`src/rtl/tmr8_pkg.sv`:
```
package tmr8_pkg;
  typedef enum logic [1:0] {
    MODE_NORMAL = 2'd0,
    MODE_CTC    = 2'd1,
    MODE_FAST   = 2'd2,
    MODE_PHASE  = 2'd3
  } tmr_mode_e;

  localparam int ADDR_W = 3;
  localparam logic [ADDR_W-1:0] ADDR_CTRL = 3'd0;
  localparam logic [ADDR_W-1:0] ADDR_CNT  = 3'd1;
  localparam logic [ADDR_W-1:0] ADDR_CMPA = 3'd2;
  localparam logic [ADDR_W-1:0] ADDR_FLAG = 3'd4;
  localparam int N_CHAN = 2;
  localparam int SEL_W  = 3;
endpackage

```
`src/rtl/tmr8_prescaler.sv`:
```
module tmr8_prescaler
  import tmr8_pkg::*;
#(
  parameter int DIV_W = 10
) (
  input  logic             clk_i,
  input  logic             rst_ni,
  input  logic [SEL_W-1:0] sel_i,
  input  logic             restart_i,
  output logic             tick_o
);
  logic [DIV_W-1:0] div_q;
  logic [DIV_W-1:0] last;
  logic             run;

  always_comb begin
    case (sel_i)
      3'd2:    last = DIV_W'(7);
      3'd3:    last = DIV_W'(63);
      3'd4:    last = DIV_W'(255);
      3'd5:    last = DIV_W'(1023);
      default: last = '0;
    endcase
  end

  assign run    = (sel_i != '0) && (sel_i <= 3'd5);
  assign tick_o = run && (div_q == last);

  always_ff @(posedge clk_i or negedge rst_ni) begin
    if (!rst_ni)        div_q <= '0;
    else if (restart_i) div_q <= '0;
    else if (run)       div_q <= tick_o ? '0 : div_q + 1'b1;
  end

  // divide-by-8 never yields back-to-back ticks
  a_r2_div8_spacing: assert property (@(posedge clk_i) disable iff (!rst_ni)
    (tick_o && sel_i == 3'd2 && !restart_i) |=> !tick_o);
endmodule

```
`src/rtl/tmr8_core.sv`:
```
module tmr8_core
  import tmr8_pkg::*;
#(
  parameter int CNT_W = 8
) (
  input  logic             clk_i,
  input  logic             rst_ni,
  input  logic             tick_i,
  input  tmr_mode_e        mode_i,
  input  logic             load_i,
  input  logic [CNT_W-1:0] load_val_i,
  input  logic [CNT_W-1:0] ctc_top_i,
  output logic [CNT_W-1:0] cnt_o,
  output logic             up_o,
  output logic             ovf_evt_o,
  output logic             top_evt_o
);
  localparam logic [CNT_W-1:0] CNT_MAX = '1;

  logic [CNT_W-1:0] cnt_q, cnt_d;
  logic             up_q, up_d;
  logic             adv;

  assign adv = tick_i && !load_i;

  always_comb begin
    cnt_d = cnt_q;
    up_d  = up_q;
    if (load_i) begin
      cnt_d = load_val_i;
    end else if (tick_i) begin
      case (mode_i)
        MODE_CTC:   cnt_d = (cnt_q == ctc_top_i) ? '0 : cnt_q + 1'b1;
        MODE_PHASE: begin
          if (up_q) begin
            if (cnt_q == CNT_MAX) begin
              up_d  = 1'b0;
              cnt_d = cnt_q - 1'b1;
            end else begin
              cnt_d = cnt_q + 1'b1;
            end
          end else begin
            if (cnt_q == '0) begin
              up_d  = 1'b1;
              cnt_d = cnt_q + 1'b1;
            end else begin
              cnt_d = cnt_q - 1'b1;
            end
          end
        end
        default:    cnt_d = cnt_q + 1'b1;
      endcase
    end
    if (mode_i != MODE_PHASE) up_d = 1'b1;
  end

  always_ff @(posedge clk_i or negedge rst_ni) begin
    if (!rst_ni) begin
      cnt_q <= '0;
      up_q  <= 1'b1;
    end else begin
      cnt_q <= cnt_d;
      up_q  <= up_d;
    end
  end

  assign ovf_evt_o = adv && ((mode_i != MODE_PHASE && cnt_q == CNT_MAX) ||
                             (mode_i == MODE_PHASE && !up_q && cnt_q == CNT_W'(1)));
  assign top_evt_o = adv && cnt_q == CNT_MAX &&
                     (mode_i == MODE_FAST || (mode_i == MODE_PHASE && up_q));
  assign cnt_o = cnt_q;
  assign up_o  = up_q;

  a_r3_wrap: assert property (@(posedge clk_i) disable iff (!rst_ni)
    (adv && mode_i == MODE_NORMAL && cnt_q == CNT_MAX) |=> (cnt_q == '0));
  a_r5_ctc_clear: assert property (@(posedge clk_i) disable iff (!rst_ni)
    (adv && mode_i == MODE_CTC && cnt_q == ctc_top_i) |=> (cnt_q == '0));
  a_r8_down_step: assert property (@(posedge clk_i) disable iff (!rst_ni)
    (adv && mode_i == MODE_PHASE && !up_q && cnt_q != '0)
      |=> (cnt_q == CNT_W'($past(cnt_q) - 1'b1)));
  a_r10_load_wins: assert property (@(posedge clk_i) disable iff (!rst_ni)
    load_i |=> (cnt_q == $past(load_val_i)));
endmodule

```
`src/rtl/tmr8_cmp_chan.sv`:
```
module tmr8_cmp_chan
  import tmr8_pkg::*;
#(
  parameter int CNT_W = 8
) (
  input  logic             clk_i,
  input  logic             rst_ni,
  input  tmr_mode_e        mode_i,
  input  logic             tick_i,
  input  logic             load_i,
  input  logic [CNT_W-1:0] cnt_i,
  input  logic             up_i,
  input  logic             top_evt_i,
  input  logic             wr_i,
  input  logic [CNT_W-1:0] wdata_i,
  output logic [CNT_W-1:0] buf_o,
  output logic [CNT_W-1:0] act_o,
  output logic             match_o,
  output logic             wave_o
);
  localparam logic [CNT_W-1:0] CNT_MAX = '1;

  logic [CNT_W-1:0] buf_q, act_q, eff;
  logic             wave_q, wave_d, pwm, adv;

  assign pwm     = (mode_i == MODE_FAST) || (mode_i == MODE_PHASE);
  assign adv     = tick_i && !load_i;
  // value being loaded at the top counts already on that tick
  assign eff     = top_evt_i ? buf_q : act_q;
  assign match_o = adv && (cnt_i == eff);

  always_ff @(posedge clk_i or negedge rst_ni) begin
    if (!rst_ni) begin
      buf_q <= '0;
      act_q <= '0;
    end else begin
      if (wr_i) buf_q <= wdata_i;
      if (wr_i && !pwm)   act_q <= wdata_i;
      else if (top_evt_i) act_q <= buf_q;
    end
  end

  always_comb begin
    wave_d = wave_q;
    if (adv) begin
      case (mode_i)
        MODE_FAST: begin
          if (match_o && eff != CNT_MAX) wave_d = 1'b0;
          else if (cnt_i == CNT_MAX)     wave_d = 1'b1;
        end
        MODE_PHASE: begin
          if (eff == '0)                     wave_d = 1'b0;
          else if (eff == CNT_MAX)           wave_d = 1'b1;
          else if (match_o)                  wave_d = !up_i;
          else if (up_i && cnt_i == CNT_MAX) wave_d = 1'b0;
        end
        default: if (match_o) wave_d = !wave_q;
      endcase
    end
  end

  always_ff @(posedge clk_i or negedge rst_ni) begin
    if (!rst_ni) wave_q <= 1'b0;
    else         wave_q <= wave_d;
  end

  assign buf_o  = buf_q;
  assign act_o  = act_q;
  assign wave_o = wave_q;

  a_r9_hold_until_top: assert property (@(posedge clk_i) disable iff (!rst_ni)
    (pwm && !top_evt_i) |=> $stable(act_q));
  a_r7_full_high: assert property (@(posedge clk_i) disable iff (!rst_ni)
    (adv && mode_i == MODE_FAST && eff == CNT_MAX) |=> wave_q);
endmodule

```
`src/rtl/tmr8_pwm_timer.sv`:
```
module tmr8_pwm_timer
  import tmr8_pkg::*;
#(
  parameter int DATA_W = 8,
  parameter int DIV_W  = 10
) (
  input  logic              clk_i,
  input  logic              rst_ni,
  input  logic              wr_en_i,
  input  logic [ADDR_W-1:0] addr_i,
  input  logic [DATA_W-1:0] wdata_i,
  output logic [DATA_W-1:0] rdata_o,
  output logic              irq_ovf_o,
  output logic              irq_cmpa_o,
  output logic              irq_cmpb_o,
  output logic              wave_a_o,
  output logic              wave_b_o
);
  localparam int N_FLAG = N_CHAN + 1;

  logic [SEL_W-1:0]  sel_q;
  tmr_mode_e         mode_q;
  logic [N_FLAG-1:0] flag_q, flag_set, flag_clr;
  logic              wr_ctrl, wr_cnt, wr_flag, restart, tick;
  logic [DATA_W-1:0] cnt;
  logic              up, ovf_evt, top_evt;
  logic [DATA_W-1:0] chan_buf [N_CHAN];
  logic [DATA_W-1:0] chan_act [N_CHAN];
  logic [N_CHAN-1:0] chan_match, chan_wave;

  assign wr_ctrl = wr_en_i && addr_i == ADDR_CTRL;
  assign wr_cnt  = wr_en_i && addr_i == ADDR_CNT;
  assign wr_flag = wr_en_i && addr_i == ADDR_FLAG;
  assign restart = wr_ctrl && wdata_i[SEL_W-1:0] != sel_q;

  always_ff @(posedge clk_i or negedge rst_ni) begin
    if (!rst_ni) begin
      sel_q  <= '0;
      mode_q <= MODE_NORMAL;
    end else if (wr_ctrl) begin
      sel_q  <= wdata_i[SEL_W-1:0];
      mode_q <= tmr_mode_e'(wdata_i[SEL_W+1:SEL_W]);
    end
  end

  tmr8_prescaler #(.DIV_W(DIV_W)) u_pre (
    .clk_i, .rst_ni, .sel_i(sel_q), .restart_i(restart), .tick_o(tick)
  );

  tmr8_core #(.CNT_W(DATA_W)) u_core (
    .clk_i, .rst_ni, .tick_i(tick), .mode_i(mode_q), .load_i(wr_cnt),
    .load_val_i(wdata_i), .ctc_top_i(chan_act[0]), .cnt_o(cnt), .up_o(up),
    .ovf_evt_o(ovf_evt), .top_evt_o(top_evt)
  );

  for (genvar i = 0; i < N_CHAN; i++) begin : g_chan
    localparam logic [ADDR_W-1:0] MY_ADDR = ADDR_CMPA + ADDR_W'(i);
    tmr8_cmp_chan #(.CNT_W(DATA_W)) u_chan (
      .clk_i, .rst_ni, .mode_i(mode_q), .tick_i(tick), .load_i(wr_cnt),
      .cnt_i(cnt), .up_i(up), .top_evt_i(top_evt),
      .wr_i(wr_en_i && addr_i == MY_ADDR), .wdata_i(wdata_i),
      .buf_o(chan_buf[i]), .act_o(chan_act[i]),
      .match_o(chan_match[i]), .wave_o(chan_wave[i])
    );
  end

  assign flag_set = {chan_match, ovf_evt};
  assign flag_clr = wr_flag ? wdata_i[N_FLAG-1:0] : '0;

  always_ff @(posedge clk_i or negedge rst_ni) begin
    if (!rst_ni) flag_q <= '0;
    else         flag_q <= (flag_q & ~flag_clr) | flag_set;
  end

  always_comb begin
    rdata_o = '0;
    case (addr_i)
      ADDR_CTRL:        rdata_o = DATA_W'({mode_q, sel_q});
      ADDR_CNT:         rdata_o = cnt;
      ADDR_CMPA:        rdata_o = chan_buf[0];
      ADDR_CMPA + 3'd1: rdata_o = chan_buf[1];
      ADDR_FLAG:        rdata_o = DATA_W'(flag_q);
      default:          rdata_o = '0;
    endcase
  end

  assign irq_ovf_o  = flag_q[0];
  assign irq_cmpa_o = flag_q[1];
  assign irq_cmpb_o = flag_q[2];
  assign wave_a_o   = chan_wave[0];
  assign wave_b_o   = chan_wave[1];

  a_r4_ovf_sticky: assert property (@(posedge clk_i) disable iff (!rst_ni)
    (flag_q[0] && !(wr_flag && wdata_i[0])) |=> flag_q[0]);
  a_r4_cmpa_sticky: assert property (@(posedge clk_i) disable iff (!rst_ni)
    (flag_q[1] && !(wr_flag && wdata_i[1])) |=> flag_q[1]);
  a_r6_match_flags: assert property (@(posedge clk_i) disable iff (!rst_ni)
    chan_match[1] |=> irq_cmpb_o);
endmodule

```
`config.mk`:
```
export PLATFORM = sky130hd
export DESIGN_NAME = tmr8_pwm_timer
export DESIGN_NICKNAME = d
export VERILOG_FILES = /design/src/rtl/tmr8_pkg.sv /design/src/rtl/tmr8_prescaler.sv /design/src/rtl/tmr8_core.sv /design/src/rtl/tmr8_cmp_chan.sv /design/src/rtl/tmr8_pwm_timer.sv
export SDC_FILE = /design/constraint.sdc
export NUM_CORES = 1
export LEC_CHECK = 0
export BUFFER_PORTS_ARGS = -buffer_cell sky130_fd_sc_hd__buf_2
export CAP_MARGIN = 25
export CELL_PAD_IN_SITES_DETAIL_PLACEMENT = 1
export CELL_PAD_IN_SITES_GLOBAL_PLACEMENT = 1
export CORE_MARGIN = 3
export CORE_UTILIZATION = 46
export CTS_CLUSTER_SIZE = 14
export DETAILED_ROUTE_END_ITERATION = 10
export HOLD_SLACK_MARGIN = 0.15
export PLACE_DENSITY = 0.78
export SLEW_MARGIN = 20
export SYNTH_ARGS = -nofsm -noshare
export SYNTH_HDL_FRONTEND = slang
export SYNTH_SLANG_ARGS = --single-unit
```
`constraint.sdc`:
```
create_clock -name clk_i -period 5.44 [get_ports clk_i]
set_input_delay 0.816 -clock clk_i [delete_from_list [all_inputs] [get_ports clk_i]]
set_output_delay 0.816 -clock clk_i [all_outputs]
set_load 0.03 [all_outputs]
```
==> results.yml, run 1 <==
worst_setup_path:
  cp_data_arrival_time_ns: 4.43
  required_worst_endpoint_ns: 5.68
  path_buf_inv: 1
  r2r-start: "sel_q[1]"
  setup.worst_path.class: "flip-flop to flip-flop"
  slowest_stage: "a2111oi_4"
  critical-path-top-delay-family: "compound AO/OA/AOI/OAI gates"
  cp-start-kind: "flip-flop"
  critical_path.max_stage_delay_ns: 0.72
  timing.critical_path.to_type: "flip-flop"
  cp-startpoint: "sel_q[1]"
  worst-r2r-setup-slack_ns: 1.25
  cp_common_cell: "or3_1"
  maximum_fanout_along_the_worst_path: 18
  worst-path-stages: 11
  r2r_cells: 11
  chain_of_cells_forming_the_critical_path: "inv_1 > ha_1 > or3_1 > a211o_1 > a2111oi_4 > nand2_2 > or3_1 > a31oi_1 > o21ai_0 > a21oi_2 > mux2_4"
drt:
  drt_pass1_iterations: 5
  vias: 4441
  drt_iter0_markers: 291
  via_per_inst: 6.64
  drt-wirelength-per-cell_um: 24.3
  route.detailed.drc: 0
  antenna_left: 0
  wl_um: 16200
grt:
  first_global_vias: 4587
  grt_first_pass_wirelength_um: 25800
  maximum_number_of_pins_on_one_net_before_global_route_repair: 62
  grtUsageTotal: 0.303
  antenna_found_initial: 0
  global_route.overflow_total: 0
pwr:
  switching_share: 0.465
  vdd.ir_drop.worst_uv: 220
  comb_power_share: 0.365
  leakage_uw: 0.00193
  netSwitchingPower_uw: 938
  fraction_of_power_consumed_by_the_clock_network: 0.219
  total_power_consumption_uw: 2020
  seq_power_share: 0.416
  power.density_cell_area_mw_per_mm2: 416
  internal_power_uw: 1080
synth:
  netlist.area_leader.share: 0.335
  yosys_most_used_dff: "dfrtp_1"
  netlist_area_mm2: 0.00448
  syn-num-nets: 552
  yosys.cell_types.count: 69
  cell_with_the_most_instances_after_synthesis: "dfrtp_1"
  synth_edf_count: 0
  ys_warn_count: 0
  yosys-top-cells-count: "dfrtp_1, nand2_1, nor2_1"
  synth-seq-cells: 61
  synthesis.instances: 531
  synth.avg_cell_area_um2: 8.43
  ys_async_sr_fraction: 1.00
  ys_top_cells_by_area: "dfrtp_1, mux2_2, nand2_1"
  yosys.area.top_type: "dfrtp_1"
  synth_seq_area_share: 0.341
floorplan:
  die_height_um: 105
  floorplan.initialDensity: 0.480
  fp.dieArea_mm2: 0.0109
  die-width_um: 105
  design.portCount: 27
  floorplan.rows: 35
  core_mm2: 0.00933
status:
  run_status: "finished clean"
placement:
  detailedPlacementHpwl_um: 11700
  placement.cell_area_mm2: 0.00464
  routabilityCongestion: 1.01
  buffer_ports.inserted: 26
sta:
  worst_slew_margin_relative_to_its_limit: 0.461
  timing_max_transition_violations_final: 0
  finalHoldViolations: 0
  sum_neg_setup_slack_ns: 0
  final_period_utilization: 0.770
  timing.final.setup_violations: 0
  hold_ws_ns: 0.581
  period_minus_slack_ns: 4.19
  timing.fmax_ghz: 0.239
  worst_tran_pin_value_ns: 0.809
  grt_setup_unrepaired: "no"
  clock_skew_ns: 0.0170
clocking:
  tritoncts_clock_tree: "yes"
  cts_inserted_buffers: 9
  numClockSinks: 61
  clock_tree.buffer_depth: 2
  cts_post_setup_buffers_inserted: 0
  htree_num_levels: 3
  clock-root-buffer: "clkbuf_8"
  worst_skew_pair.late_latency_ns: 0.36
  cts_hold_repair.buffers: 0
  clkTransAtPathRegs_ns: 0.08
  post_cts_resized: 0
layout:
  syn_to_final_growth_pct: 8.33
  antenna_cells_inserted: 0
  share_of_post_route_cells_with_drive_strength_above_1: 0.167
  fin_area_mm2: 0.00485
  fillerInstances: 1145
  final_nets: 556
hold_path:
  timing.hold.worst.start: "u_pre.div_q[7]"
  timing.hold.worst_path_depth: 2
  worstHoldPathType: "flip-flop to flip-flop"
job:
  max_cap_viol_count: 0
layout make-up:
cell class,instances,area (um2),area share
Inverter,10,37.5,0.00774
Clock inverter,6,71.3,0.0147
Sequential cell,61,1530,0.315
Multi-Input combinational cell,424,2760,0.569
Clock buffer,10,138,0.0284
Timing Repair Buffer,29,153,0.0315
Tap cell,129,161,0.0333
layer usage:
| layer | GRT usage | part of all wire | wire [um] | up-vias |
|---|---|---|---|---|
| met5 | 0 | 0 | 0 | - |
| met1 | 0.408 | 0.42 | 6880 | 2224 |
| met2 | 0.492 | 0.46 | 7530 | 188 |
| met3 | 0.0544 | 0.078 | 1260 | 50 |
| met4 | 0.103 | 0.034 | 550 | 0 |
| li1 | - | - | - | 1979 |
final timing paths:
check                                            endpoint
min in group asynchronous       g_chan[0].u_chan.act_o[1]
worst max register to register    g_chan[1].u_chan.wave_o
worst min register to register             u_pre.div_q[7]
worst min-delay path                       u_pre.div_q[7]
max in group asynchronous       g_chan[0].u_chan.act_o[4]
worst max-delay path              g_chan[1].u_chan.wave_o
flip-flops by register name, indices dropped and copies added, names as in the netlist:
name	count
u_core.cnt_o	8
u_pre.div_q	10
g_chan.u_chan.act_o	16
u_core.up_o	1
g_chan.u_chan.buf_o	16
sel_q	3
g_chan.u_chan.wave_o	2
flag_q	3
mode_q	2
power groups by stage:
stage          registers, uW  logic (uW)  clock network (uW)
6_report                 840         737                 443
3_5_place_dp             834         730                   0
4_1_cts                  826         733                 443
5_1_grt                  855         818                 467
3_3_place_gp             827         707                   0
2_1_floorplan            669         619                   0
metrics by stage:
stage | worst slack [ns] | util | instances
6_report | 1.25 | 0.520 | 669
5_1_grt | 1.03 | 0.520 | 669
4_1_cts | 1.30 | 0.520 | 669
3_5_place_dp | 1.34 | 0.497 | 653
3_3_place_gp | 1.51 | 0.497 | 653
2_1_floorplan | 2.12 | - | 531
logic make-up after synthesis:
logic type	synth area share
fa+ha+maj	0.0196
buf+inv	0.0419
flops	0.341
simple gates	0.258
compound gates	0.200
mux	0.102
xor+xnor	0.0372
worst reg2reg max path, cell delays in order (launching register included):
cell       delay [ns]
dfrtp_1          0.51
inv_1            0.10
ha_1             0.22
or3_1            0.37
a211o_1          0.29
a2111oi_4        0.72
nand2_2          0.45
or3_1            0.51
a31oi_1          0.23
o21ai_0          0.15
a21oi_2          0.22
mux2_4           0.30
layout by cell type (no fill, tap or decap), drive strengths merged, types with 3 or more instances in the layout:
cell / netlist / final
or3: 9 / 9
nor4: 12 / 12
and3: 8 / 8
buf: 11 / 29
o21ai: 33 / 33
nand3: 23 / 23
nor2b: 14 / 14
clkbuf: 25 / 10
a31o: 3 / 3
mux2: 30 / 30
nand4: 14 / 14
xnor2: 9 / 9
a22oi: 11 / 11
nor2: 48 / 48
a2111oi: 5 / 5
and2: 8 / 8
or2: 3 / 3
nand2b: 4 / 4
o211ai: 3 / 3
or4: 3 / 3
o22ai: 8 / 8
nor3: 17 / 17
o2111ai: 3 / 3
a21oi: 26 / 26
xor2: 10 / 10
mux2i: 7 / 7
a31oi: 19 / 19
ha: 7 / 7
dfrtp: 60 / 60
inv: 10 / 11
nand2: 53 / 53
(Power assumes the default switching activity.)
==> inputs of run 2 (changes only) <==
==> constraint.sdc (replaced) <==
create_clock -name clk_i -period 4.3 [get_ports clk_i]
set_input_delay 0.645 -clock clk_i [delete_from_list [all_inputs] [get_ports clk_i]]
set_output_delay 0.645 -clock clk_i [all_outputs]
set_load 0.03 [all_outputs]
==> run 2 against run 1 <==
  * Utilization rose by 0.52 points
  * Final area rose by 1.0%
  * Wire length rose by 4.3%
  * Combinational power rose by 48%
  * Global-route usage rose by 1.6 points
  * Clock power rose by 8.6%
  * Cell count rose by 1.6%
  * Non-clock buffer count rose by 11
  * Total power rose by 25%
  * Count of clock-buffer cells in the layout fell by 1
  * Critical path depth did not move
  * Largest power group is now combinational logic
==> results.yml, run 2 (synthesis gave the netlist of run 1 again) <==
status:
  run_status: "finished clean"
grt:
  grtUsageTotal: 0.319
  global_route.overflow_total: 0
  maximum_number_of_pins_on_one_net_before_global_route_repair: 41
  first_global_vias: 4692
  grt_first_pass_wirelength_um: 26900
  antenna_found_initial: 0
worst_setup_path:
  required_worst_endpoint_ns: 4.55
  maximum_fanout_along_the_worst_path: 13
  rr_endpoint: "g_chan[1].u_chan.wave_o"
  worst-r2r-setup-slack_ns: 0.53
  cp-start-kind: "flip-flop"
  cp-startpoint: "sel_q[1]"
  setup.worst_path.class: "flip-flop to flip-flop"
  r2r_cells: 11
  timing.critical_path.to_type: "flip-flop"
  r2r-start: "sel_q[1]"
  critical_path.max_stage_delay_ns: 0.64
  worst_setup_path_endpoint: "g_chan[1].u_chan.wave_o"
  path_buf_inv: 1
  critical-path-top-delay-family: "compound AO/OA/AOI/OAI gates"
  worst-path-stages: 11
  slowest_stage: "a2111o_1"
  chain_of_cells_forming_the_critical_path: "inv_1 > ha_1 > or3_1 > a211o_1 > a2111o_1 > o21ai_0 > and3_1 > o22ai_1 > or3_4 > a21oi_2 > mux2_4"
  cp_data_arrival_time_ns: 4.02
floorplan:
  fp.dieArea_mm2: 0.0109
  floorplan.rows: 35
  floorplan.initialDensity: 0.480
  design.portCount: 27
  die-width_um: 105
  core_mm2: 0.00933
  die_height_um: 105
clocking:
  clkTransAtPathRegs_ns: 0.09
  cts_inserted_buffers: 9
  post_cts_resized: 0
  numClockSinks: 61
  clock-root-buffer: "clkbuf_8"
  cts_hold_repair.buffers: 0
  worst_skew_pair.late_latency_ns: 0.35
  htree_num_levels: 3
  cts_post_setup_buffers_inserted: 0
  tritoncts_clock_tree: "yes"
  clock_tree.buffer_depth: 2
sta:
  worst_tran_pin_value_ns: 0.923
  timing_max_transition_violations_final: 0
  grt_setup_unrepaired: "no"
  timing.final.setup_violations: 0
  timing.fmax_ghz: 0.265
  finalHoldViolations: 0
  worst_slew_margin_relative_to_its_limit: 0.385
  final_period_utilization: 0.876
  layout_setup_ws_ns: 0.532
  hold_ws_ns: 0.424
  clock_skew_ns: 0.0137
  period_minus_slack_ns: 3.77
  sum_neg_setup_slack_ns: 0
drt:
  via_per_inst: 6.56
  drt_pass1_iterations: 5
  drt-wirelength-per-cell_um: 24.9
  wl_um: 16900
  vias: 4464
  route.detailed.drc: 0
  drt_iter0_markers: 294
  antenna_left: 0
placement:
  buffer_ports.inserted: 26
  detailedPlacementHpwl_um: 12400
  routabilityCongestion: 0.961
  preCtsSetupSlack_ns: 0.555
pwr:
  vdd.ir_drop.worst_uv: 271
  total_power_consumption_uw: 2530
  leakage_uw: 0.00198
  power.density_cell_area_mw_per_mm2: 517
layout:
  share_of_post_route_cells_with_drive_strength_above_1: 0.183
  final_nets: 567
  antenna_cells_inserted: 0
  layout.cells.most_common: "dfrtp_1"
  area.sequential_mm2: 0.00153
  final_util: 0.525
  most_frequent_cells_in_the_layout: "dfrtp_1, nand2_1, nor2_1"
  multiInputGateArea_mm2: 0.00276
  syn_to_final_growth_pct: 9.42
  fillerInstances: 1131
hold_path:
  worstHoldPathType: "input pin to async pin"
job:
  max_cap_viol_count: 0
[run 2: metal layers]
| layer | global-route usage | share of wire |
|---|---|---|
| met1 | 0.417 | 0.43 |
| met2 | 0.519 | 0.47 |
| met3 | 0.0692 | 0.060 |
| met4 | 0.117 | 0.037 |
| met5 | 0 | 0 |
[run 2: through the flow]
| stage | std cells | instance area [um2] |
|---|---|---|
| 2_1_floorplan | 531 | 4480 |
| 3_3_place_gp | 664 | 4720 |
| 3_5_place_dp | 664 | 4720 |
| 4_1_cts | 680 | 4900 |
| 5_1_grt | 680 | 4900 |
| 6_report | 680 | 4900 |
[run 2: worst min-delay path by stage]
stage | end | slack [ns]
2_1_floorplan | flag_q[0] | 0.35
3_3_place_gp | flag_q[2] | 0.52
3_5_place_dp | flag_q[2] | 0.50
4_1_cts | g_chan[1].u_chan.act_o[0] | 0.46
5_1_grt | g_chan[1].u_chan.act_o[0] | 0.49
6_report | g_chan[1].u_chan.act_o[0] | 0.42
[run 2: power breakdown]
group          internal (uW)  switching (uW)
clock                    212             269
combinational            409             679
sequential               709             252
total                   1330            1200
[run 2: area by class of cell]
cell class,count,area share
multi-input combinational,424,0.564
clock buffer,9,0.0253
tap,129,0.0330
inverter,10,0.00766
sequential,61,0.312
timing repair buffer,40,0.0480
clock inverter,7,0.0105
[run 2: worst reg2reg max path, cell delays in order (launching register included)]
cell and delay (ns):
dfrtp_1 0.47, inv_1 0.09, ha_1 0.22, or3_1 0.36, a211o_1 0.29, a2111o_1 0.64
o21ai_0 0.42, and3_1 0.22, o22ai_1 0.10, or3_4 0.40, a21oi_2 0.15, mux2_4 0.30
